## config.mk

```make
export PLATFORM = sky130hd
export DESIGN_NAME = int_alu_flags
export DESIGN_NICKNAME = d
export VERILOG_FILES = /design/src/rtl/alu_pkg.sv /design/src/rtl/alu_datapath.sv /design/src/rtl/alu_xer_update.sv /design/src/rtl/alu_cr_update.sv /design/src/rtl/int_alu_flags.sv
export SDC_FILE = /design/constraint.sdc
export NUM_CORES = 1
export LEC_CHECK = 0
export ABC_AREA = 1
export BUFFER_PORTS_ARGS = -buffer_cell sky130_fd_sc_hd__clkbuf_2
export CAP_MARGIN = 5
export CORE_ASPECT_RATIO = 0.75
export CORE_MARGIN = 2
export CORE_UTILIZATION = 60
export CTS_BUF_LIST = sky130_fd_sc_hd__clkbuf_16
export CTS_CLUSTER_DIAMETER = 120
export DETAILED_ROUTE_END_ITERATION = 8
export PLACE_DENSITY = 0.88
export SYNTH_ARGS = -nofsm -noshare
export SYNTH_HDL_FRONTEND = slang
export SYNTH_SLANG_ARGS = --single-unit
```

## constraint.sdc

```tcl
create_clock -name clk -period 6.04 [get_ports clk]
set_input_delay 0.302 -clock clk [delete_from_list [all_inputs] [get_ports clk]]
set_output_delay 0.302 -clock clk [all_outputs]
set_load 0.005 [all_outputs]
```

## src/rtl/alu_pkg.sv

```systemverilog
package alu_pkg;
   typedef enum logic [2:0] {
      OP_ADD  = 3'd0,
      OP_ADDC = 3'd1,
      OP_AND  = 3'd2,
      OP_OR   = 3'd3,
      OP_XOR  = 3'd4,
      OP_NOT  = 3'd5
   } alu_op_e;

   localparam int XER_CA = 0;
   localparam int XER_OV = 1;
   localparam int XER_SO = 2;
   localparam int XER_W  = 3;
   localparam int CR_FIELD_W = 4;
endpackage

```

## src/rtl/alu_datapath.sv

```systemverilog
module alu_datapath
   import alu_pkg::*;
#(
   parameter int WIDTH       = 32,
   parameter int CARRY_STYLE = 0
) (
   input  alu_op_e          op_i,
   input  logic [WIDTH-1:0] a_i,
   input  logic [WIDTH-1:0] b_i,
   input  logic             ca_i,
   input  logic             cin_sel_i,
   output logic [WIDTH-1:0] res_o,
   output logic             cout_o,
   output logic             ovf_o
);
   logic             cin;
   logic             is_logic;
   logic [WIDTH-1:0] sum;
   logic             add_cout;
   logic             add_ovf;

   assign cin      = (op_i == OP_ADDC) ? ca_i : cin_sel_i;
   assign is_logic = (op_i == OP_AND) || (op_i == OP_OR) ||
                     (op_i == OP_XOR) || (op_i == OP_NOT);

   if (WIDTH < 2) begin : g_bad_width
      $error("alu_datapath: WIDTH must be at least 2");
   end
   if (CARRY_STYLE != 0 && CARRY_STYLE != 1) begin : g_bad_style
      $error("alu_datapath: CARRY_STYLE must be 0 or 1");
   end

   if (CARRY_STYLE == 0) begin : g_wide
      logic [WIDTH:0] zsum;
      logic [WIDTH:0] ssum;
      assign zsum = {1'b0, a_i} + {1'b0, b_i} + {{WIDTH{1'b0}}, cin};
      assign ssum = {a_i[WIDTH-1], a_i} + {b_i[WIDTH-1], b_i}
                    + {{WIDTH{1'b0}}, cin};
      assign sum      = zsum[WIDTH-1:0];
      assign add_cout = zsum[WIDTH];
      assign add_ovf  = ssum[WIDTH] ^ ssum[WIDTH-1];
   end else begin : g_ripple
      logic [WIDTH:0] c;
      assign c[0] = cin;
      for (genvar i = 0; i < WIDTH; i++) begin : g_bit
         assign sum[i]  = a_i[i] ^ b_i[i] ^ c[i];
         assign c[i+1]  = (a_i[i] & b_i[i]) | ((a_i[i] ^ b_i[i]) & c[i]);
      end
      assign add_cout = c[WIDTH];
      assign add_ovf  = c[WIDTH] ^ c[WIDTH-1];
   end

   always_comb begin
      unique case (op_i)
         OP_AND:  res_o = a_i & b_i;
         OP_OR:   res_o = a_i | b_i;
         OP_XOR:  res_o = a_i ^ b_i;
         OP_NOT:  res_o = ~a_i;
         default: res_o = sum;
      endcase
   end

   assign cout_o = !is_logic && add_cout;
   assign ovf_o  = !is_logic && add_ovf;
endmodule

```

## src/rtl/alu_xer_update.sv

```systemverilog
module alu_xer_update
   import alu_pkg::*;
(
   input  logic [XER_W-1:0] xer_q_i,
   input  logic             ca_en_i,
   input  logic             ov_en_i,
   input  logic             cout_i,
   input  logic             ovf_i,
   output logic [XER_W-1:0] xer_d_o
);
   always_comb begin
      xer_d_o = xer_q_i;
      if (ca_en_i) begin
         xer_d_o[XER_CA] = cout_i;
      end
      if (ov_en_i) begin
         if (ovf_i) begin
            xer_d_o[XER_OV] = 1'b1;
            xer_d_o[XER_SO] = 1'b1;
         end else begin
            xer_d_o[XER_OV] = 1'b0;
         end
      end
   end
endmodule

```

## src/rtl/alu_cr_update.sv

```systemverilog
module alu_cr_update
   import alu_pkg::*;
#(
   parameter int WIDTH     = 32,
   parameter int CR_FIELDS = 8,
   localparam int CRW      = CR_FIELDS * CR_FIELD_W
) (
   input  logic [CRW-1:0]   cr_q_i,
   input  logic [WIDTH-1:0] res_i,
   input  logic             so_i,
   input  logic             rec_en_i,
   output logic [CRW-1:0]   cr_d_o
);
   logic neg, zero, pos;
   assign neg  = res_i[WIDTH-1];
   assign zero = (res_i == '0);
   assign pos  = !neg && !zero;

   if (CR_FIELDS < 1) begin : g_bad_fields
      $error("alu_cr_update: CR_FIELDS must be at least 1");
   end

   for (genvar f = 0; f < CR_FIELDS; f++) begin : g_field
      localparam int HI = CRW - 1 - f * CR_FIELD_W;
      if (f == 0) begin : g_rec
         assign cr_d_o[HI -: CR_FIELD_W] = rec_en_i ? {neg, pos, zero, so_i}
                                                    : cr_q_i[HI -: CR_FIELD_W];
      end else begin : g_keep
         assign cr_d_o[HI -: CR_FIELD_W] = cr_q_i[HI -: CR_FIELD_W];
      end
   end
endmodule

```

## src/rtl/int_alu_flags.sv

```systemverilog
module int_alu_flags
   import alu_pkg::*;
#(
   parameter int WIDTH       = 32,
   parameter int CR_FIELDS   = 8,
   parameter int CARRY_STYLE = 0,
   localparam int CRW        = CR_FIELDS * CR_FIELD_W
) (
   input  logic             clk,
   input  logic             rst,
   input  logic             valid_i,
   input  logic [2:0]       op_i,
   input  logic [WIDTH-1:0] a_i,
   input  logic [WIDTH-1:0] b_i,
   input  logic             ca_en_i,
   input  logic             ov_en_i,
   input  logic             rec_en_i,
   input  logic             cin_sel_i,
   output logic [WIDTH-1:0] result_o,
   output logic [XER_W-1:0] xer_o,
   output logic [CRW-1:0]   cr_o
);
   logic [WIDTH-1:0] res_q, res_d;
   logic [XER_W-1:0] xer_q, xer_d;
   logic [CRW-1:0]   cr_q, cr_d;
   logic             cout, ovf;

   alu_datapath #(.WIDTH(WIDTH), .CARRY_STYLE(CARRY_STYLE)) u_dp (
      .op_i      (alu_op_e'(op_i)),
      .a_i       (a_i),
      .b_i       (b_i),
      .ca_i      (xer_q[XER_CA]),
      .cin_sel_i (cin_sel_i),
      .res_o     (res_d),
      .cout_o    (cout),
      .ovf_o     (ovf)
   );

   alu_xer_update u_xer (
      .xer_q_i (xer_q),
      .ca_en_i (ca_en_i),
      .ov_en_i (ov_en_i),
      .cout_i  (cout),
      .ovf_i   (ovf),
      .xer_d_o (xer_d)
   );

   alu_cr_update #(.WIDTH(WIDTH), .CR_FIELDS(CR_FIELDS)) u_cr (
      .cr_q_i   (cr_q),
      .res_i    (res_d),
      .so_i     (xer_d[XER_SO]),
      .rec_en_i (rec_en_i),
      .cr_d_o   (cr_d)
   );

   always_ff @(posedge clk) begin
      if (rst) begin
         res_q <= '0;
         xer_q <= '0;
         cr_q  <= '0;
      end else if (valid_i) begin
         res_q <= res_d;
         xer_q <= xer_d;
         cr_q  <= cr_d;
      end
   end

   assign result_o = res_q;
   assign xer_o    = xer_q;
   assign cr_o     = cr_q;

   // carry flag holds when its enable is low
   a_r3_ca_hold: assert property (@(posedge clk) disable iff (rst)
      (valid_i && !ca_en_i) |=> $stable(xer_q[XER_CA]));

   // detected overflow under enable sets OV and SO
   a_r4_ov_sets: assert property (@(posedge clk) disable iff (rst)
      (valid_i && ov_en_i && ovf) |=> (xer_q[XER_OV] && xer_q[XER_SO]));

   // no overflow under enable clears OV, SO unchanged
   a_r4_ov_clear: assert property (@(posedge clk) disable iff (rst)
      (valid_i && ov_en_i && !ovf) |=>
         (!xer_q[XER_OV] && $stable(xer_q[XER_SO])));

   // summary overflow is sticky
   a_r5_so_sticky: assert property (@(posedge clk) disable iff (rst)
      xer_q[XER_SO] |=> xer_q[XER_SO]);

   // recorded field is one-hot and mirrors SO
   a_r7_cr_onehot: assert property (@(posedge clk) disable iff (rst)
      (valid_i && rec_en_i) |=>
         (($countones(cr_q[CRW-1 -: 3]) == 1) &&
          (cr_q[CRW-4] == xer_q[XER_SO])));

   // idle cycles leave all state untouched
   a_r8_idle_hold: assert property (@(posedge clk) disable iff (rst)
      !valid_i |=> ($stable(res_q) && $stable(xer_q) && $stable(cr_q)));

   // reset clears flags and condition register
   a_r9_reset_clear: assert property (@(posedge clk)
      rst |=> ((xer_q == '0) && (cr_q == '0) && (res_q == '0)));
endmodule

```

After elaboration in Yosys (flattened, before gate mapping). Index checks and enable logic that the tools add are counted.

Add/sub/neg operators: 4. $mul: 0. Div/mod/pow operators: 0. Order comparisons: 0. Equal/unequal tests: 5. Shifts and indexed selects: 0. Muxes and demuxes: 5. Bitwise operators: 5. Reductions and logical operators: 13.

Operator list (count): $pmux W32 S4 (1); $add A32 B32 Y33 (2); $add A33 B1 Y33 (2); $and A32 B32 Y32 (1); $logic_not A32 Y1 (1); $not A32 Y32 (1); $or A32 B32 Y32 (1); $xor A32 B32 Y32 (1); $eq A3 B2 Y1 const B (2); $eq A3 B3 Y1 const B (2); $reduce_and A2 Y1 (3); $eq A3 B1 Y1 const B (1); $logic_and A1 B1 Y1 (3); $logic_not A1 Y1 (3); $logic_or A1 B1 Y1 (3); $mux W1 (3); $mux W2 (1); $xor A1 B1 Y1 (1).

Register bits: 39. Bits in latches: 0. Memory bits (writable): 0. ROM bits: 0. Input bits: 74. Output and inout port bits: 67. Word-level logic and storage cells: 37. Memories kept: 0.

Logic depth before layout (Yosys ltp).
Word-level depth: 8. Gate-level depth with buffers: 24. Gate-level depth less buffers: 23.

Hierarchy. A second synthesis with hierarchy kept.

Cell total of the unflattened synthesis: 1335. Area total of the unflattened synthesis: 7340.8 um^2.

Modules (own cells, without submodules): alu_datapath (times used 1, cells each 828, area an instance 4169.0 um^2, seq. area each 0.0 um^2); int_alu_flags (times used 1, cells each 425, area an instance 2757.6 um^2, seq. area each 1341.3 um^2); alu_cr_update (times used 1, cells each 72, area an instance 376.6 um^2, seq. area each 0.0 um^2); alu_xer_update (times used 1, cells each 10, area an instance 37.5 um^2, seq. area each 0.0 um^2).

Worst setup path before layout. No wires, ideal clock.

Path kind: input -> register. Start point: input op_i[2]. End point: register cr_q[30], in the netlist cr_o[30]. Setup time: 0.132 ns. Arrival time: 2.589 ns. Required time: 5.908 ns. Setup slack: 3.319 ns. Stages: 21. Buffers on the path: 1. Cells stage by stage: buf_4 -> nor2_2 -> a21oi_1 -> nor2_1 -> fa_1 -> inv_1 -> fa_1 -> inv_1 -> nand3_1 -> nand2_1 -> nand3_1 -> nand3_1 -> o21ai_0 -> o21ai_0 -> nand2_1 -> nor2_1 -> nand2_1 -> nor2_1 -> nand3_1 -> nand2_1 -> a21oi_1.

Longest elaborated chain between the ends: 7. Elaborated cells on any way between the ends: 12. Those cells by class: add/sub (1); eq/ne (5); mux (2); reduce/logical (4).

RTL lines: from (decl) (RTL line int_alu_flags.sv:12) `input logic [2:0] op_i,`; $eq A3 B1 Y1 (RTL line alu_datapath.sv:22) `assign cin = (op_i == OP_ADDC) ? ca_i : cin_sel_i;`; $mux W1 (RTL line alu_datapath.sv:22); $add A33 B1 Y33 (RTL line alu_datapath.sv:36) `assign zsum = {1'b0, a_i} + {1'b0, b_i} + {{WIDTH{1'b0}}, cin};`; $pmux W32 S4 (*) (RTL line alu_datapath.sv:54) `unique case (op_i)`; $logic_not A32 Y1 (RTL line alu_cr_update.sv:16) `assign zero = (res_i == '0);`; $logic_not A1 Y1 (RTL line alu_cr_update.sv:17) `assign pos = !neg && !zero;`; $logic_and A1 B1 Y1 (*) (RTL line alu_cr_update.sv:17); to (signal assigned) (RTL line int_alu_flags.sv:64) `cr_q <= cr_d;`; to (decl) (RTL line int_alu_flags.sv:25) `logic [CRW-1:0] cr_q, cr_d;`.

Every way passes the cells marked *; elsewhere a longest branch is shown, timed or not. A chain may end at the register's enable or synchronous reset.

Worst setup path after layout.
Start point: register xer_q[0], in the netlist xer_o[0]. End point: register cr_q[30], in the netlist cr_o[30].

Longest elaborated chain between the ends: 6. Elaborated cells on any way between the ends: 7. Those cells by class: add/sub (1); mux (2); reduce/logical (4).

RTL lines: from (decl) (RTL line int_alu_flags.sv:24) `logic [XER_W-1:0] xer_q, xer_d;`; from (signal assigned) (RTL line int_alu_flags.sv:63) `xer_q <= xer_d;`; $mux W1 (*) (RTL line alu_datapath.sv:22); $add A33 B1 Y33 (*) (RTL line alu_datapath.sv:36); $pmux W32 S4 (*) (RTL line alu_datapath.sv:54); $logic_not A32 Y1 (RTL line alu_cr_update.sv:16); $logic_not A1 Y1 (RTL line alu_cr_update.sv:17); $logic_and A1 B1 Y1 (*) (RTL line alu_cr_update.sv:17).

Marked as above.

==> results.md <==
- Max Slew Vio Count: 0
- CP Buf/Inv Count: 2
- Hold_sp: ca_en_i
- Crit Reg-Reg Startpoint: xer_o[0]$_SDFFE_PP0P_
- CTS tree: yes
- Post-synth ARST share: 0%
- Initial antenna violation count: 0
- Worst Tran Pin Value: 0.781 ns
- Most frequent cells after synthesis: 330 x nand2_1, 227 x inv_1, 113 x nor2_1
- Inserted Diodes: 0
- EDFF count, synth: 0
- DP Area: 6400 um2
- Die W: 119 um
- H-tree Lvls: 2
- Worst setup margin: 3.01 ns
- Routed wire length per instance: about 14 um
- Sequential share of power: 28.2%
- Nets: 1307
- Hold depth: 3
- Final Cell Area: between 6000 and 7000 um2
- Switching portion of total power: 42.4%
- DR pass1 iterations: 6
- Routed vias: 6952
- Synth top area share: 20.9%
- Slowest cell on crit path: fa_1
- Synth cell types: 37
- Layout area overhead: 10.3%
- Core Box Area: 9620 um2
- Number of global-route vias before repair: 5868
- Postcts setup bufs: 0
- Skew-Pair Late Insertion Delay: 0.28 ns
- Clock slew at reported path FFs: 0.05 ns
- Setup-failing EPs final: 0
- Hold Crit Endpoint: xer_o[0]$_SDFFE_PP0P_
- WP data required: 6.20 ns
- First-pass GRT wire length: 28700 um
- Worst setup path class: reg2reg
- Period utilization: 50.1%
- Leakage: 4.13 nW
- Outcome: finished clean
- Max_slew headroom: a little under half
- Critical Path AT: 3.19 ns
- CP dominant cell by count: nand3_1
- CP delay by family, top: simple AND/OR/NAND/NOR gates
- Post-Syn Instances: roughly 1100
- DPL Wire Length: 14600 um
- # placed instances: 1292
- CP endpoint kind: flip-flop
- Post-Layout Cell Count: between 1000 and 1500
- Largest net degree at the start of global routing: 66
- Minimum clock period: about 3 ns
- # rows: 31
- Worst path cell trace: nor4_1 > nor2_1 > fa_1 > inv_1 > fa_1 > inv_1 > nand2_1 > nand3_1 > nand3_1 > nand3_1 > nand2_1 > nand2_1 > a21boi_0 > nand3_1 > nor2_1 > nand3_1 > nand2_1 > a21oi_1
- Worst hold path type: in2reg
- Synth area leader: nand2_1
- R2R depth: 18
- Worst-path maximum fanout: 4
- Switch Pwr: 0.439 mW
- Vias per cell: between 5 and 6
- Syn avg cell area: 5.52 um2
- Comb pwr share: between 40 and 50%
- # fillers: 978
- Worst vdd ir: slightly below 0.1 mV
- Int Power: 0.595 mW
- Root buffer cell: clkbuf_16
- IO Pins: 141
- Path length in cells of the critical path: 18
- Hold buffer count at CTS: 0
- Synthesized area: around 6000 um2
- Max Clock Freq: 0.330 GHz
- ANT nets after route: 0
- Post-CTS Resized: 0
- Starting density of the core: around 62%
- DRC: 0
- Register area share after synthesis: a little over an eighth
- Final Wtd Congestion: 0.995
- Max incr delay on CP: 0.41 ns
- Area of the die: 10700 um2
- Worst slack at placement: 2.93 ns
- Total grt overflow: 0
- RSZ-0062 raised after global routing: no
- Max-cap violations: 0
- Clock Skew: 0.00187 ns
- Fin util: approximately two thirds
- YS warnings: 0
- CTS max path bufs: 2
- CTS buffer count: 5
- PwrDens: 158 nW/um2
- Design Power: 1.03 mW
- Total wire length: 18100 um
- Die Ht: 90.1 um
- Gr usage total: 32.7%
- Clock Sink Count: 39
- Final hold vios: 0
- Most frequent cell after synthesis: nand2_1
- TNS Setup: 0 ns
- #FFs+latches synth: 39
- Top_reg_cell synth: dfxtp_1
- Initial DRC Count: a little over 800
- Min Hold Slack: 0.316 ns
- Layout cells sized above 1: a little under an eighth
- Reg2Reg Setup Slack: 3.01 ns
- Synth top area cells: nand2_1 21%, inv_1 14%, ha_1 13%
- CP Launch Type: flip-flop
- Worst reg2reg path endpoint: cr_o[30]$_SDFFE_PP0P_
- Clk network pwr share: 23.8%
- IO Port Bufs: between 100 and 150
## power groups by stage
stage | Combinational, mW | Sequential (mW) | Clock [mW]
2_1_floorplan | 0.342 | 0.296 | 0
3_3_place_gp | 0.473 | 0.296 | 0
3_5_place_dp | 0.478 | 0.296 | 0
4_1_cts | 0.482 | 0.291 | 0.248
5_1_grt | 0.556 | 0.294 | 0.258
6_report | 0.496 | 0.292 | 0.246
## flip-flops by register name, summed over array words and instances, names as in the netlist
signal	flops
result_o	32
xer_o	3
cr_o	4
## cell usage in the layout, fill, tap and decap left out, types with 3 or more instances in the layout
cell / n
nand2_1: 330
inv_1: 227
nor2_1: 113
clkbuf_2: 112
nand3_1: 64
ha_1: 64
a21oi_1: 49
dfxtp_1: 39
o21ai_0: 32
conb_1: 28
o22ai_1: 20
o211ai_1: 13
nand4_1: 9
a221oi_1: 8
a31oi_1: 8
o2111ai_1: 6
inv_2: 5
clkbuf_16: 5
and2_1: 4
nor3_1: 4
nand3b_1: 3
nand3_2: 3
## layout make-up
cell class,count,area (um2),area share (%)
Inverter,232,871,13.3
Multi-Input combinational cell,776,4020,61.4
Tap cell,132,165,2.52
Clock buffer,5,125,1.91
Sequential cell,39,781,11.9
Clock inverter,3,15.0,0.229
Timing Repair Buffer,113,568,8.68
## cell families after synthesis
| group | share of synthesized area, % |
|---|---|
| xor gates and xnor gates | 0.148 |
| other | 0.0632 |
| DFF | 13.2 |
| buffers and inverters | 20.8 |
| adders and majority gates | 14.2 |
| AOI/OAI and AO/OA | 15.0 |
| and+or+nand+nor | 36.6 |
## how the worst max path moves through the flow
stage | start | end | slack (ns)
after floorplan | op_i[2] | cr_o[30]$_SDFFE_PP0P_ | 3.32
after global placement | op_i[2] | cr_o[30]$_SDFFE_PP0P_ | 2.98
after detailed placement | op_i[2] | cr_o[30]$_SDFFE_PP0P_ | 2.93
after CTS | xer_o[0]$_SDFFE_PP0P_ | cr_o[30]$_SDFFE_PP0P_ | 3.04
after global routing | xer_o[0]$_SDFFE_PP0P_ | cr_o[30]$_SDFFE_PP0P_ | 2.80
final | xer_o[0]$_SDFFE_PP0P_ | cr_o[30]$_SDFFE_PP0P_ | 3.01
## worst register-to-register path: cells and delay by family, from the launching register on
family	cells	cell delay [ns]
fa+ha+maj	2	0.59
flops	1	0.34
simple gates	12	1.39
buf+inv	2	0.15
compound gates	2	0.43
## per-layer routing
metal / up-vias / part of all wire, % / GRT usage (%)
met1: 3078 / 47 / 49.5
met2: 364 / 39 / 47.1
met5: - / 0 / 0
li1: 3474 / - / -
met4: 0 / 2.3 / 8.53
met3: 36 / 12 / 5.90
(Power assumes the default switching activity.)
